**src/rtl/sram_ctl_pkg.sv**
```systemverilog
package sram_ctl_pkg;

   typedef enum logic [1:0] {
      ST_IDLE = 2'd0,
      ST_RD   = 2'd1,
      ST_WR   = 2'd2,
      ST_WREC = 2'd3
   } ctl_state_e;

   // Round a time in picoseconds up to whole clock cycles.
   function automatic int ps_to_cyc(input int t_ps, input int clk_ps);
      return (t_ps + clk_ps - 1) / clk_ps;
   endfunction

   function automatic int imax(input int a, input int b);
      return (a > b) ? a : b;
   endfunction

   // Cycles of the output-enable phase of a read.
   function automatic int rd_cycles(input int t_aa, input int t_doe,
                                    input int t_rc, input int clk_ps);
      return imax(imax(ps_to_cyc(t_aa, clk_ps), ps_to_cyc(t_doe, clk_ps)),
                  imax(ps_to_cyc(t_rc, clk_ps), 1));
   endfunction

   // Cycles of the write strobe; one hold cycle always follows it.
   function automatic int wr_cycles(input int t_pwe, input int t_sd,
                                    input int t_wc, input int clk_ps);
      return imax(imax(ps_to_cyc(t_pwe, clk_ps), ps_to_cyc(t_sd, clk_ps)),
                  imax(ps_to_cyc(t_wc, clk_ps) - 1, 1));
   endfunction

endpackage

```
**src/rtl/sram_pwrup_wait.sv**
```systemverilog
module sram_pwrup_wait #(
   parameter int CYC = 10000
) (
   input  logic clk,
   input  logic rst_n,
   output logic done
);
   localparam int W = $clog2(CYC + 1);

   if (CYC < 1) begin : g_bad_cyc
      $error("sram_pwrup_wait: CYC must be at least 1");
   end

   logic [W-1:0] cnt_q;
   logic         done_q;

   always_ff @(posedge clk or negedge rst_n) begin
      if (!rst_n) begin
         cnt_q  <= '0;
         done_q <= 1'b0;
      end else if (!done_q) begin
         cnt_q <= cnt_q + 1'b1;
         if (cnt_q == W'(CYC - 1)) begin
            done_q <= 1'b1;
         end
      end
   end

   assign done = done_q;

endmodule

```
**src/rtl/sram_phase_cnt.sv**
```systemverilog
module sram_phase_cnt #(
   parameter int MAXV = 1
) (
   input  logic                clk,
   input  logic                rst_n,
   input  logic                load,
   input  logic [((MAXV < 1) ? 1 : $clog2(MAXV + 1))-1:0] load_val,
   output logic                last
);
   localparam int W = (MAXV < 1) ? 1 : $clog2(MAXV + 1);

   if (MAXV < 0) begin : g_bad_max
      $error("sram_phase_cnt: MAXV must not be negative");
   end

   logic [W-1:0] cnt_q;

   always_ff @(posedge clk or negedge rst_n) begin
      if (!rst_n) begin
         cnt_q <= '0;
      end else if (load) begin
         cnt_q <= load_val;
      end else if (cnt_q != '0) begin
         cnt_q <= cnt_q - 1'b1;
      end
   end

   assign last = (cnt_q == '0);

endmodule

```
**src/rtl/sram_lane_map.sv**
```systemverilog
module sram_lane_map #(
   parameter int LANES  = 2,
   parameter int DATA_W = 16
) (
   input  logic [LANES-1:0]  req_mask,
   input  logic [LANES-1:0]  held_mask,
   input  logic [DATA_W-1:0] dq_in,
   output logic [LANES-1:0]  be_n,
   output logic [DATA_W-1:0] rd_masked
);
   localparam int LANE_W = DATA_W / LANES;

   if (LANE_W * LANES != DATA_W) begin : g_bad_split
      $error("sram_lane_map: DATA_W must split evenly into LANES");
   end

   for (genvar l = 0; l < LANES; l++) begin : g_lane
      assign be_n[l] = ~req_mask[l];
      assign rd_masked[l*LANE_W +: LANE_W] =
         held_mask[l] ? dq_in[l*LANE_W +: LANE_W] : '0;
   end

endmodule

```
**src/rtl/sram_byte_ctl.sv**
```systemverilog
module sram_byte_ctl
   import sram_ctl_pkg::*;
#(
   parameter int ADDR_W     = 16,
   parameter int DATA_W     = 16,
   parameter int LANES      = DATA_W / 8,
   parameter int CLK_PS     = 10000,
   parameter int T_PWRUP_PS = 100_000_000,
   parameter int T_RC_PS    = 10000,
   parameter int T_AA_PS    = 10000,
   parameter int T_DOE_PS   = 5000,
   parameter int T_WC_PS    = 10000,
   parameter int T_PWE_PS   = 7000,
   parameter int T_SD_PS    = 5000
) (
   input  logic              clk,
   input  logic              rst_n,
   input  logic              req_valid,
   input  logic              req_write,
   input  logic [ADDR_W-1:0] req_addr,
   input  logic [DATA_W-1:0] req_wdata,
   input  logic [LANES-1:0]  req_be,
   output logic              req_ready,
   output logic              rd_valid,
   output logic [DATA_W-1:0] rd_data,
   output logic [ADDR_W-1:0] mem_addr,
   output logic              mem_ce_n,
   output logic              mem_we_n,
   output logic              mem_oe_n,
   output logic [LANES-1:0]  mem_be_n,
   output logic [DATA_W-1:0] mem_dq_out,
   output logic              mem_dq_oe,
   input  logic [DATA_W-1:0] mem_dq_in
);
   localparam int PWRUP_CYC = ps_to_cyc(T_PWRUP_PS, CLK_PS);
   localparam int RD_CYC    = rd_cycles(T_AA_PS, T_DOE_PS, T_RC_PS, CLK_PS);
   localparam int WR_CYC    = wr_cycles(T_PWE_PS, T_SD_PS, T_WC_PS, CLK_PS);
   localparam int PH_MAX    = imax(RD_CYC, WR_CYC) - 1;
   localparam int PH_W      = (PH_MAX < 1) ? 1 : $clog2(PH_MAX + 1);

   if (DATA_W % 8 != 0) begin : g_bad_dw
      $error("sram_byte_ctl: DATA_W must be a multiple of 8");
   end
   if (LANES * 8 != DATA_W) begin : g_bad_lanes
      $error("sram_byte_ctl: LANES must equal DATA_W / 8");
   end
   if (CLK_PS < 1) begin : g_bad_clk
      $error("sram_byte_ctl: CLK_PS must be positive");
   end

   ctl_state_e        state_q;
   logic              pwr_ok;
   logic              accept;
   logic              ph_load;
   logic [PH_W-1:0]   ph_val;
   logic              ph_last;
   logic [LANES-1:0]  mask_q;
   logic [LANES-1:0]  req_be_n;
   logic [DATA_W-1:0] rd_masked;

   logic              rd_valid_q;
   logic [DATA_W-1:0] rd_data_q;
   logic [ADDR_W-1:0] addr_q;
   logic              ce_n_q;
   logic              we_n_q;
   logic              oe_n_q;
   logic [LANES-1:0]  be_n_q;
   logic [DATA_W-1:0] dq_out_q;
   logic              dq_oe_q;

   sram_pwrup_wait #(.CYC(PWRUP_CYC)) u_pwrup (
      .clk   (clk),
      .rst_n (rst_n),
      .done  (pwr_ok)
   );

   sram_phase_cnt #(.MAXV(PH_MAX)) u_phase (
      .clk      (clk),
      .rst_n    (rst_n),
      .load     (ph_load),
      .load_val (ph_val),
      .last     (ph_last)
   );

   sram_lane_map #(.LANES(LANES), .DATA_W(DATA_W)) u_lanes (
      .req_mask  (req_be),
      .held_mask (mask_q),
      .dq_in     (mem_dq_in),
      .be_n      (req_be_n),
      .rd_masked (rd_masked)
   );

   assign req_ready = pwr_ok && (state_q == ST_IDLE);
   assign accept    = req_valid && req_ready;

   always_comb begin
      ph_load = 1'b0;
      ph_val  = '0;
      if (accept && (req_be != '0)) begin
         ph_load = 1'b1;
         ph_val  = req_write ? PH_W'(WR_CYC - 1) : PH_W'(RD_CYC - 1);
      end
   end

   always_ff @(posedge clk or negedge rst_n) begin
      if (!rst_n) begin
         state_q    <= ST_IDLE;
         mask_q     <= '0;
         rd_valid_q <= 1'b0;
         rd_data_q  <= '0;
         addr_q     <= '0;
         ce_n_q     <= 1'b1;
         we_n_q     <= 1'b1;
         oe_n_q     <= 1'b1;
         be_n_q     <= '1;
         dq_out_q   <= '0;
         dq_oe_q    <= 1'b0;
      end else begin
         rd_valid_q <= 1'b0;
         case (state_q)
            ST_IDLE: begin
               if (accept) begin
                  if (req_be == '0) begin
                     if (!req_write) begin
                        rd_valid_q <= 1'b1;
                        rd_data_q  <= '0;
                     end
                  end else begin
                     addr_q <= req_addr;
                     mask_q <= req_be;
                     ce_n_q <= 1'b0;
                     be_n_q <= req_be_n;
                     if (req_write) begin
                        we_n_q   <= 1'b0;
                        dq_out_q <= req_wdata;
                        dq_oe_q  <= 1'b1;
                        state_q  <= ST_WR;
                     end else begin
                        oe_n_q  <= 1'b0;
                        state_q <= ST_RD;
                     end
                  end
               end
            end
            ST_RD: begin
               if (ph_last) begin
                  rd_data_q  <= rd_masked;
                  rd_valid_q <= 1'b1;
                  ce_n_q     <= 1'b1;
                  oe_n_q     <= 1'b1;
                  be_n_q     <= '1;
                  state_q    <= ST_IDLE;
               end
            end
            ST_WR: begin
               if (ph_last) begin
                  we_n_q  <= 1'b1;
                  state_q <= ST_WREC;
               end
            end
            ST_WREC: begin
               ce_n_q  <= 1'b1;
               be_n_q  <= '1;
               dq_oe_q <= 1'b0;
               state_q <= ST_IDLE;
            end
            default: begin
               state_q <= ST_IDLE;
            end
         endcase
      end
   end

   assign rd_valid   = rd_valid_q;
   assign rd_data    = rd_data_q;
   assign mem_addr   = addr_q;
   assign mem_ce_n   = ce_n_q;
   assign mem_we_n   = we_n_q;
   assign mem_oe_n   = oe_n_q;
   assign mem_be_n   = be_n_q;
   assign mem_dq_out = dq_out_q;
   assign mem_dq_oe  = dq_oe_q;

endmodule

```
**config.mk**
```make
export PLATFORM = sky130hd
export DESIGN_NAME = sram_byte_ctl
export DESIGN_NICKNAME = d
export VERILOG_FILES = /design/src/rtl/sram_ctl_pkg.sv /design/src/rtl/sram_pwrup_wait.sv /design/src/rtl/sram_phase_cnt.sv /design/src/rtl/sram_lane_map.sv /design/src/rtl/sram_byte_ctl.sv
export SDC_FILE = /design/constraint.sdc
export NUM_CORES = 1
export LEC_CHECK = 0
export BUFFER_PORTS_ARGS = -buffer_cell sky130_fd_sc_hd__buf_2
export CORE_ASPECT_RATIO = 1.1
export CORE_UTILIZATION = 40
export CTS_BUF_LIST = sky130_fd_sc_hd__clkbuf_8
export CTS_CLUSTER_SIZE = 40
export DETAILED_ROUTE_END_ITERATION = 8
export GPL_TIMING_DRIVEN = 0
export PLACE_DENSITY = 0.62
export SETUP_SLACK_MARGIN = 0.5
export SLEW_MARGIN = 40
export SYNTH_ARGS = -nofsm -noshare
export SYNTH_HDL_FRONTEND = slang
export SYNTH_HIERARCHICAL = 1
export SYNTH_SLANG_ARGS = --single-unit
```
**constraint.sdc**
```tcl
create_clock -name clk -period 2.3 [get_ports clk]
set_clock_uncertainty 0.05 [all_clocks]
set_input_delay 0.46 -clock clk [delete_from_list [all_inputs] [get_ports clk]]
set_output_delay 0.46 -clock clk [all_outputs]
set_load 0.01 [all_outputs]
```
* Word level (Yosys, flattened, before mapping)
Index checks and enable logic that the tools add are counted.
Word-level totals: flip-flop bits (word level) 75
Operators by class: reductions and logical operators 18, bitwise gates (word level) 3, add/sub/neg operators 2, equality and inequality tests 11, mux-type cells 42
Operator list (number):
- $mux 16 | 4
- $pmux 16 s2 | 1
- $mux 1 | 21
- $mux 8 | 2
- $reduce_and 4->1 | 4
- $reduce_and 5->1 | 3
- $add 14x1->14 const B | 1
- $eq 14x14->1 const B | 1
- $mux 2 | 7
- $ne 2x2->1 const B | 6
- $pmux 1 s2 | 4
- $pmux 2 s4 | 1
- $reduce_bool 2->1 | 4
- $pmux 2 s3 | 1
- $eq 2x2->1 const B | 2
- $logic_not 2->1 | 2
- $logic_and 1x1->1 | 3
- $not 1->1 | 3
- $pmux 1 s3 | 1
- $reduce_and 3->1 | 1
- $reduce_bool 3->1 | 1
- $eq 2x1->1 const B | 1
- $ne 2x1->1 const B | 1
- $sub 1x1->1 const B | 1

* Depth between registers and ports, before layout
Gate-level depths: netlist of run 1.
depth in word-level cells 6, mapped depth 7, gate-level depth less buffers 4

* Cells and area by module
The synthesis of run 1 kept the hierarchy.
By module, submodules not included:
- sram_byte_ctl | instances 1, seq. area each 1482.7 um^2, area an instance 2502.4 um^2, cells an instance 191
- sram_pwrup_wait | instances 1, seq. area each 375.4 um^2, area an instance 719.4 um^2, cells an instance 59
- sram_lane_map | instances 1, seq. area each 0.0 um^2, area an instance 107.6 um^2, cells an instance 18
- sram_phase_cnt | instances 1, seq. area each 25.0 um^2, area an instance 35.0 um^2, cells an instance 3

* Worst setup path after synthesis of run 1
OpenSTA, ideal clock, no wires.
path kind register to register, start point reg u_pwrup.done_q (netlist: u_pwrup/done), end point reg addr_q[10] (netlist: mem_addr[10]), clock period less this slack 1.779 ns, stages on the path, launching flop included 7, path slack 0.521 ns, arrival 1.602 ns, library setup time 0.127 ns, cell sequence dfrtp_1 nor4bb_4 buf_6 and2_1 buf_6 buf_8 mux2_1
Between the ends: cells in the longest elaborated chain, start to end 3
RTL lines:
- start: declaration | line sram_pwrup_wait.sv:15 | logic done_q;
- start signal: assignment | line sram_pwrup_wait.sv:20 | done_q <= 1'b0;
- start signal: assignment | line sram_pwrup_wait.sv:24 | done_q <= 1'b1;
- $logic_and 1x1->1 | line sram_byte_ctl.sv:93 | assign req_ready = pwr_ok && (state_q == ST_IDLE);
- $logic_and 1x1->1 | line sram_byte_ctl.sv:94 | assign accept = req_valid && req_ready;
- $reduce_and 3->1 (no line)
- end signal: assignment | line sram_byte_ctl.sv:129 | addr_q <= req_addr;
- end: declaration | line sram_byte_ctl.sv:63 | logic [ADDR_W-1:0] addr_q;
Every way passes these cells. A chain may end at the register's enable or synchronous reset.

* Final worst setup path of run 1
start point reg state_q[0], end point out req_ready
Between the ends: cells in the longest elaborated chain, start to end 2
RTL lines:
- start: declaration | line sram_byte_ctl.sv:51 | ctl_state_e state_q;
- start signal: assignment | line sram_byte_ctl.sv:107 | state_q <= ST_IDLE;
- start signal: assignment | line sram_byte_ctl.sv:137 | state_q <= ST_WR;
- start signal: assignment | line sram_byte_ctl.sv:140 | state_q <= ST_RD;
- $logic_not 2->1 | line sram_byte_ctl.sv:93
- $logic_and 1x1->1 | line sram_byte_ctl.sv:93
- end: declaration | line sram_byte_ctl.sv:23 | output logic req_ready,
Every way passes these cells.

==> metrics.md, run 1 <==
| Metric | Value |
|---|---|
| XOR/XNOR share of the synthesized area | `3.38%` |
| Std-Cell Rows | `34` |
| Status | `completed` |
| Vias in the first global route | `2434` |
| P_int | `2.07 mW` |
| IO Pins | `110` |
| # DRC | `0` |
| Clk root buf | `clkbuf_8` |
| Worst R2R Path Depth | `7` |
| Setup Viol. Count Final | `0` |
| Post-synthesis mux area share | `11.8%` |
| Nets | `460` |
| Switch Pwr | `0.523 mW` |
| Adder-Cell Fraction of Synth Area | `0.372%` |
| Syn Inst Count | `271` |
| Clock Latency Late Sink | `0.35 ns` |
| Compound-gate portion of the synthesized area | `7.29%` |
| Final worst path period need | `1.83 ns` |
| Cell variety after synth | `45` |
| TritonRoute pass-1 iters | `4` |
| Max clock buf depth | `2` |
| Peak VDD IR | `0.365 mV` |
| Post-route setup TNS | `0 ns` |
| RSZ-0062 raised after global routing | `yes` |
| P_leak | `2.38 nW` |
| Critical path class | `register to primary output` |
| 1st-iter DRT viols | `126` |
| WL final | `6980 microns` |
| #FFs+latches synth | `75` |
| ANT cells | `0` |
| Post-Synth Simple-Gate Area | `17.7%` |
| Initial antenna violation count | `0` |
| Total congestion overflow | `0` |
| Worst Hold Class | `input pin to register` |
| Core Area | `8040 sq um` |
| Post-DR wirelength/cell | `13.5 microns` |
| Power, Total | `2.60 mW` |
| Ratio of cells with drive above 1 in the final layout | `51.0%` |
| Most used DFF post-synth | `dfrtp_1` |
| Sequential Power Share | `50.8%` |
| Avg Inst Size Synth | `12.4 sq um` |
| Count leader, synth | `dfrtp_1` |
| Async SR Flop Fraction | `100%` |
| WP data required | `1.79 ns` |
| Largest family of logic cells by synthesized area | `simple AND/OR/NAND/NOR gates` |
| Critical Path End Type | `primary output` |
| Hold path cells | `2` |
| Die area | `8780 sq um` |
| Startpoint Class | `register` |
| Yosys top cell area share | `52.1%` |
| Die extent in x | `89.4 microns` |
| Arrival time worst endpoint | `1.32 ns` |
| Drt via density | `4.74` |
| Number of enable flip-flop cells after synthesis | `0` |
| Area Growth Syn to Fin | `35.3%` |
| RePlAce Congestion | `0.745` |
| Clock transition at path regs | `0.09 ns` |
| Fin. Hold Viols | `0` |
| Max cap viols | `0` |
| Mapped cell area | `3360 sq um` |
| Pwr Density | `571 nW/um^2` |
| Initial Utilization | `41.8%` |
| Post-synthesis sequential area ratio | `56.0%` |
| Routed vias | `2454` |
| Hpwl dp | `4810 microns` |
| Max Slew Vio Count | `0` |
| Sw Share | `20.1%` |
| CTS tree | `done` |
| First-pass GRT wire length | `11200 microns` |
| Ys Warns | `6` |
| Fmax | `548 MHz` |
| H-Tree Depth | `3` |
| Post-synth top area cell | `dfrtp_1` |
| Sink Count | `75` |
| Clk pwr share | `45.8%` |
| GRT Overall Usage | `16.5%` |
| Top post-synthesis cells by area | `dfrtp_1, mux2_2, nand2_1` |
| Port buffer count | `109` |
| ANT nets after route | `0` |
| Fin crit share | `79.3%` |
| Pin count of the biggest net entering global routing | `61` |
| Syn nets | `326` |
| Most common library cells after synthesis | `dfrtp_1, nand2_1, and2_1` |
| Combinational share of power | `3.4%` |
| CTS buffer count | `9` |
| Crit-path max FO | `10` |
| Die extent in y | `98.2 microns` |
-- cell usage in the layout (no fill, tap or decap), types with 3 or more instances in the layout --
master | netlist | routed
buf_16 | 0 | 3
buf_2 | 0 | 108
xor2_1 | 9 | 9
buf_4 | 0 | 6
nor4_2 | 4 | 4
and2_1 | 18 | 17
bufinv_16 | 0 | 3
buf_6 | 5 | 7
nor2_1 | 6 | 6
o21ai_2 | 10 | 10
o21ai_0 | 9 | 9
mux2_2 | 17 | 13
mux2_4 | 7 | 20
buf_8 | 1 | 3
xnor2_1 | 4 | 4
dfrtp_1 | 70 | 68
nand2_1 | 40 | 40
dfstp_2 | 5 | 5
a22o_1 | 3 | 3
clkbuf_8 | 0 | 10
inv_1 | 7 | 8
nor3_1 | 10 | 10
nand3_1 | 5 | 5
-- power by group through the flow --
stage / Clock [mW] / Sequential [mW] / Combinational, mW
after floorplan: 0 / 1.34 / 0.00736
after global placement: 0 / 1.34 / 0.0801
after detailed placement: 0 / 1.34 / 0.0888
after CTS: 1.23 / 1.32 / 0.0907
after global routing: 1.27 / 1.32 / 0.101
final: 1.19 / 1.32 / 0.0888
-- flip-flops by register name, indices dropped and copies added (netlist names), 2 cells and up --
signal,count
mask_q,2
mem_addr,16
mem_be_n,2
rd_data,16
u_pwrup/cnt_q,14
state_q,2
mem_dq_out,16
-- worst max-delay path, cell delays in order, from the launching register on --
cell and delay, ns:
dfrtp_2 0.45, clkbuf_8 0.17, inv_2 0.07, and3_1 0.14, buf_2 0.13
-- kinds of logic (layout without fill, tap and decap cells) --
family,Yosys count,after routing
multiplexers,33,33
flip-flops,75,75
adder cells (fa/ha/maj),1,1
AND/OR/NAND/NOR,99,99
AO/OA/AOI/OAI,32,32
buffers and inverters,17,156
XOR/XNOR,13,13
other,1,1
-- cell type report --
class                      count  area, sq um
sequential                    75         1890
clock buffer                   9          124
timing repair buffer         123          743
tap                          108          135
clock inverter                 7          111
fill                         714         3490
buffer                        10          105
inverter                       7         26.3
multi-input combinational    179         1420
-- what timing repair did --
item | CTS | global route
gates cloned | 2 | 0
hold endpoints to repair | 15 | 0
gates resized for setup | 11 | 18
buffers inserted | 10 | 0
hold buffers | 1 | 0
endpoints found under the setup margin | 41 | 38
-- per-layer routing --
metal | track usage (%) | routed length (microns)
met4 | 5.49 | 83
met3 | 3.97 | 427
met2 | 26.5 | 3250
met5 | 0 | 0
met1 | 21.8 | 3230
-- path summary, 6_finish.rpt --
check	startpoint	to	slack [ns]
min in group asynchronous	rst_n	rd_data[9]	0.45
max in group asynchronous	rst_n	mem_be_n[1]	1.15
worst max register to register	state_q[1]	mem_addr[15]	0.52
worst min-delay path	req_wdata[0]	mem_dq_out[0]	0.29
worst min register to register	u_pwrup/cnt_q[13]	u_pwrup/cnt_q[13]	0.41
worst max-delay path	state_q[0]	req_ready	0.47
-- per-stage QoR --
step	hold slack, ns	setup WS [ns]	area (sq um)	utilization [%]	instances
floorplan	0.114	0.521	3360	-	271
global placement	0.403	0.220	4050	50.3	488
detailed placement	0.254	0.281	4080	50.7	489
CTS	0.263	0.458	4490	55.8	518
global route	0.279	0.415	4550	56.6	518
finish	0.286	0.475	4550	56.6	518
Note: power is estimated with default switching activity, not from simulation.
==> run 2, diff against run 1 <==
PLACE_DENSITY = 0.65   (was 0.62)
clock period = 1.5 ns   (was 2.3 ns; I/O delays follow)
==> run 2 against run 1 <==
Compared with the run above: register-to-register slack got worse by 0.83 ns; combinational power grew 78%; utilization rose by 9.7 points; critical path type is now register to register; sequential share of layout area fell by 5.9 points; the run now ends with negative setup slack left; die area unchanged; cell count rose by 8.1%; first-iteration DRC count decreased by 13%; flip-flop and latch count stayed put; via count is 8.7% higher; setup slack worse by 0.79 ns; critical path depth increased by 4; largest cell class unchanged.
==> metrics.md, run 2 (synthesis gave the netlist of run 1 again) <==
| Metric | Value |
|---|---|
| RSZ-0062 raised after global routing | `yes` |
| Post-DR wirelength/cell | `14.1 microns (+4.8%)` |
| Drt via density | `4.76 (+0.57%)` |
| Max clock buf depth | `2 (unchanged)` |
| Worst Hold Class | `input pin to register` |
| Clk root buf | `clkbuf_8` |
| ANT nets after route | `0 (unchanged)` |
| Fillers | `608 (-15%)` |
| Die extent in x | `89.4 microns (unchanged)` |
| Pin count of the biggest net entering global routing | `62 (+1.6%)` |
| Setup Viol. Count Final | `55 (+55)` |
| Clock transition at path regs | `0.09 ns (about the same)` |
| Ratio of cells with drive above 1 in the final layout | `63.9% (+13 points)` |
| 1st-iter DRT viols | `109 (-13%)` |
| Max Slew Vio Count | `0 (unchanged)` |
| Max cap viols | `0 (unchanged)` |
| First-pass GRT wire length | `12100 microns (+7.4%)` |
| Critical Path End Type | `register` |
| Peak VDD IR | `0.632 mV (+73%)` |
| Hold path cells | `2 (unchanged)` |
| Worst hold slack | `0.131 ns (-0.155 ns)` |
| Final WS setup | `-0.315 ns (-0.790 ns)` |
| WL final | `7920 microns (+13%)` |
| Total congestion overflow | `0 (unchanged)` |
| Worst R2R Path Depth | `8 (+1)` |
| Std-Cell Rows | `34 (unchanged)` |
| Footprint of the multi-input gates | `1750 sq um (+23%)` |
| GRT Overall Usage | `17.8% (+1.3 points)` |
| Worst Hold Path EP | `mem_addr[3]` |
| # DRC | `0 (unchanged)` |
| Pwr Density | `726 nW/um^2 (+27%)` |
| Initial antenna violation count | `0 (unchanged)` |
| Die extent in y | `98.2 microns (unchanged)` |
| Storage cell area | `1890 sq um (+0.33%)` |
| Core Area | `8040 sq um (unchanged)` |
| Gr busiest metal | `met2` |
| Fin crit share | `121%` |
| Grt met1 use | `23.5% (+1.7 points)` |
| Grt met3 use | `5.41% (+1.4 points)` |
| Sink Count | `75 (unchanged)` |
| Routed vias | `2668 (+8.7%)` |
| Nets | `502 (+9.1%)` |
| IO Pins | `110 (unchanged)` |
| P_leak | `2.73 nW (+15%)` |
| Reg2reg start | `state_q[1]` |
| Most frequent cells in the layout | `buf_2, dfrtp_1, nand2_1` |
| Failing checks | `negative setup slack` |
| CTS tree | `done` |
| RePlAce Congestion | `0.718 (-3.7%)` |
| Min-delay src | `req_addr[3]` |
| Vias in the first global route | `2579 (+6.0%)` |
| Final Util | `66.3% (+9.7 points)` |
| Fmax | `551 MHz` |
| Crit-path max FO | `6 (-4)` |
| CTS buffer count | `9 (unchanged)` |
| Clock Latency Late Sink | `0.34 ns (about the same)` |
| Port buffer count | `109 (unchanged)` |
| Critical path class | `register to register` |
| Status | `finished with violations` |
| Startpoint Class | `register` |
| Commonest non-fill, non-tap cell in the layout | `buf_2` |
| FF-to-FF End | `rd_data[1]` |
| TritonRoute pass-1 iters | `4 (unchanged)` |
| Final worst path period need | `1.81 ns` |
| Area Growth Syn to Fin | `58.4%` |
| Hpwl dp | `4660 microns (-3.0%)` |
| ANT cells | `0 (unchanged)` |
| H-Tree Depth | `3 (unchanged)` |
| Fin. Hold Viols | `0 (unchanged)` |
| Die area | `8780 sq um (unchanged)` |
| GR Layer Usage met2 | `28.5% (+2.1 points)` |
| WP data required | `1.68 ns (-0.11 ns)` |
| Arrival time worst endpoint | `1.99 ns (+0.67 ns)` |
| Reg2Reg Setup Slack | `-0.31 ns (-0.83 ns)` |
| Initial Utilization | `41.8% (unchanged)` |
## run 2: cell types whose count changed in the layout (fill, tap and decap cells not counted), sizes merged
cell / delta
buf: +41
bufinv: -1
clkbuf: +1
clkinvlp: +1
## run 2: power breakdown
group          internal (mW)  switching (mW)  total (mW)
clock network          0.937           0.756        1.69
registers               2.02               0        2.02
logic                 0.0744          0.0834       0.158
total                   3.03           0.839        3.87
## run 2: worst max path at each step
stage            startpoint           end  cells after the start
2_1_floorplan    state_q[1]  mem_addr[10]                      7
3_3_place_gp          rst_n  u_pwrup/done                      1
3_5_place_dp   u_pwrup/done   rd_data[10]                      5
4_1_cts          state_q[1]   rd_data[10]                      8
5_1_grt          state_q[1]    rd_data[1]                      8
6_report         state_q[1]    rd_data[1]                      8
## run 2: final cells by class
type | instances | area share (%)
Buffer | 10 | 2.56
Timing Repair Buffer | 165 | 22.0
Tap cell | 108 | 2.54
Clock buffer | 9 | 2.32
Sequential cell | 75 | 35.5
Multi-Input combinational cell | 179 | 32.8
Inverter | 7 | 0.540
Clock inverter | 7 | 1.76
## run 2: routing by layer
layer  part of all wire [%]  vias to the layer above
li1                       -                     1283
met1                     46                     1289
met2                     48                       91
met3                    5.6                        5
met4                   0.64                        0
met5                      0                        -
## run 2: critical path: stages (launching register included)
cell and delay (ns):
dfrtp_1 0.38, buf_6 0.13, nor4bb_4 0.28, buf_6 0.13
buf_6 0.10, buf_6 0.09, nor4b_4 0.26, buf_4 0.22
o21ai_1 0.07
## run 2: repair_timing
item | in CTS | in global routing
buffers inserted | 29 | 22
hold endpoints to repair | 19 | 0
gates cloned | 2 | 1
resized for setup | 53 | 35
hold buffers | 1 | 0
endpoints found under the setup margin | 128 | 168
pin swaps | 6 | 10
## run 2: stage by stage
stage	cells	cell area (sq um)	setup WS [ns]	power [mW]	TNS (ns)
6_report	560	5330	-0.315	3.87	-13.23
5_1_grt	560	5330	-0.407	4.04	-17.66
4_1_cts	537	4930	-0.296	3.91	-12.74
3_5_place_dp	489	4210	-0.389	2.20	-12.66
3_3_place_gp	488	4170	-0.537	2.18	-40.44
2_1_floorplan	271	3490	-0.253	2.07	-6.27
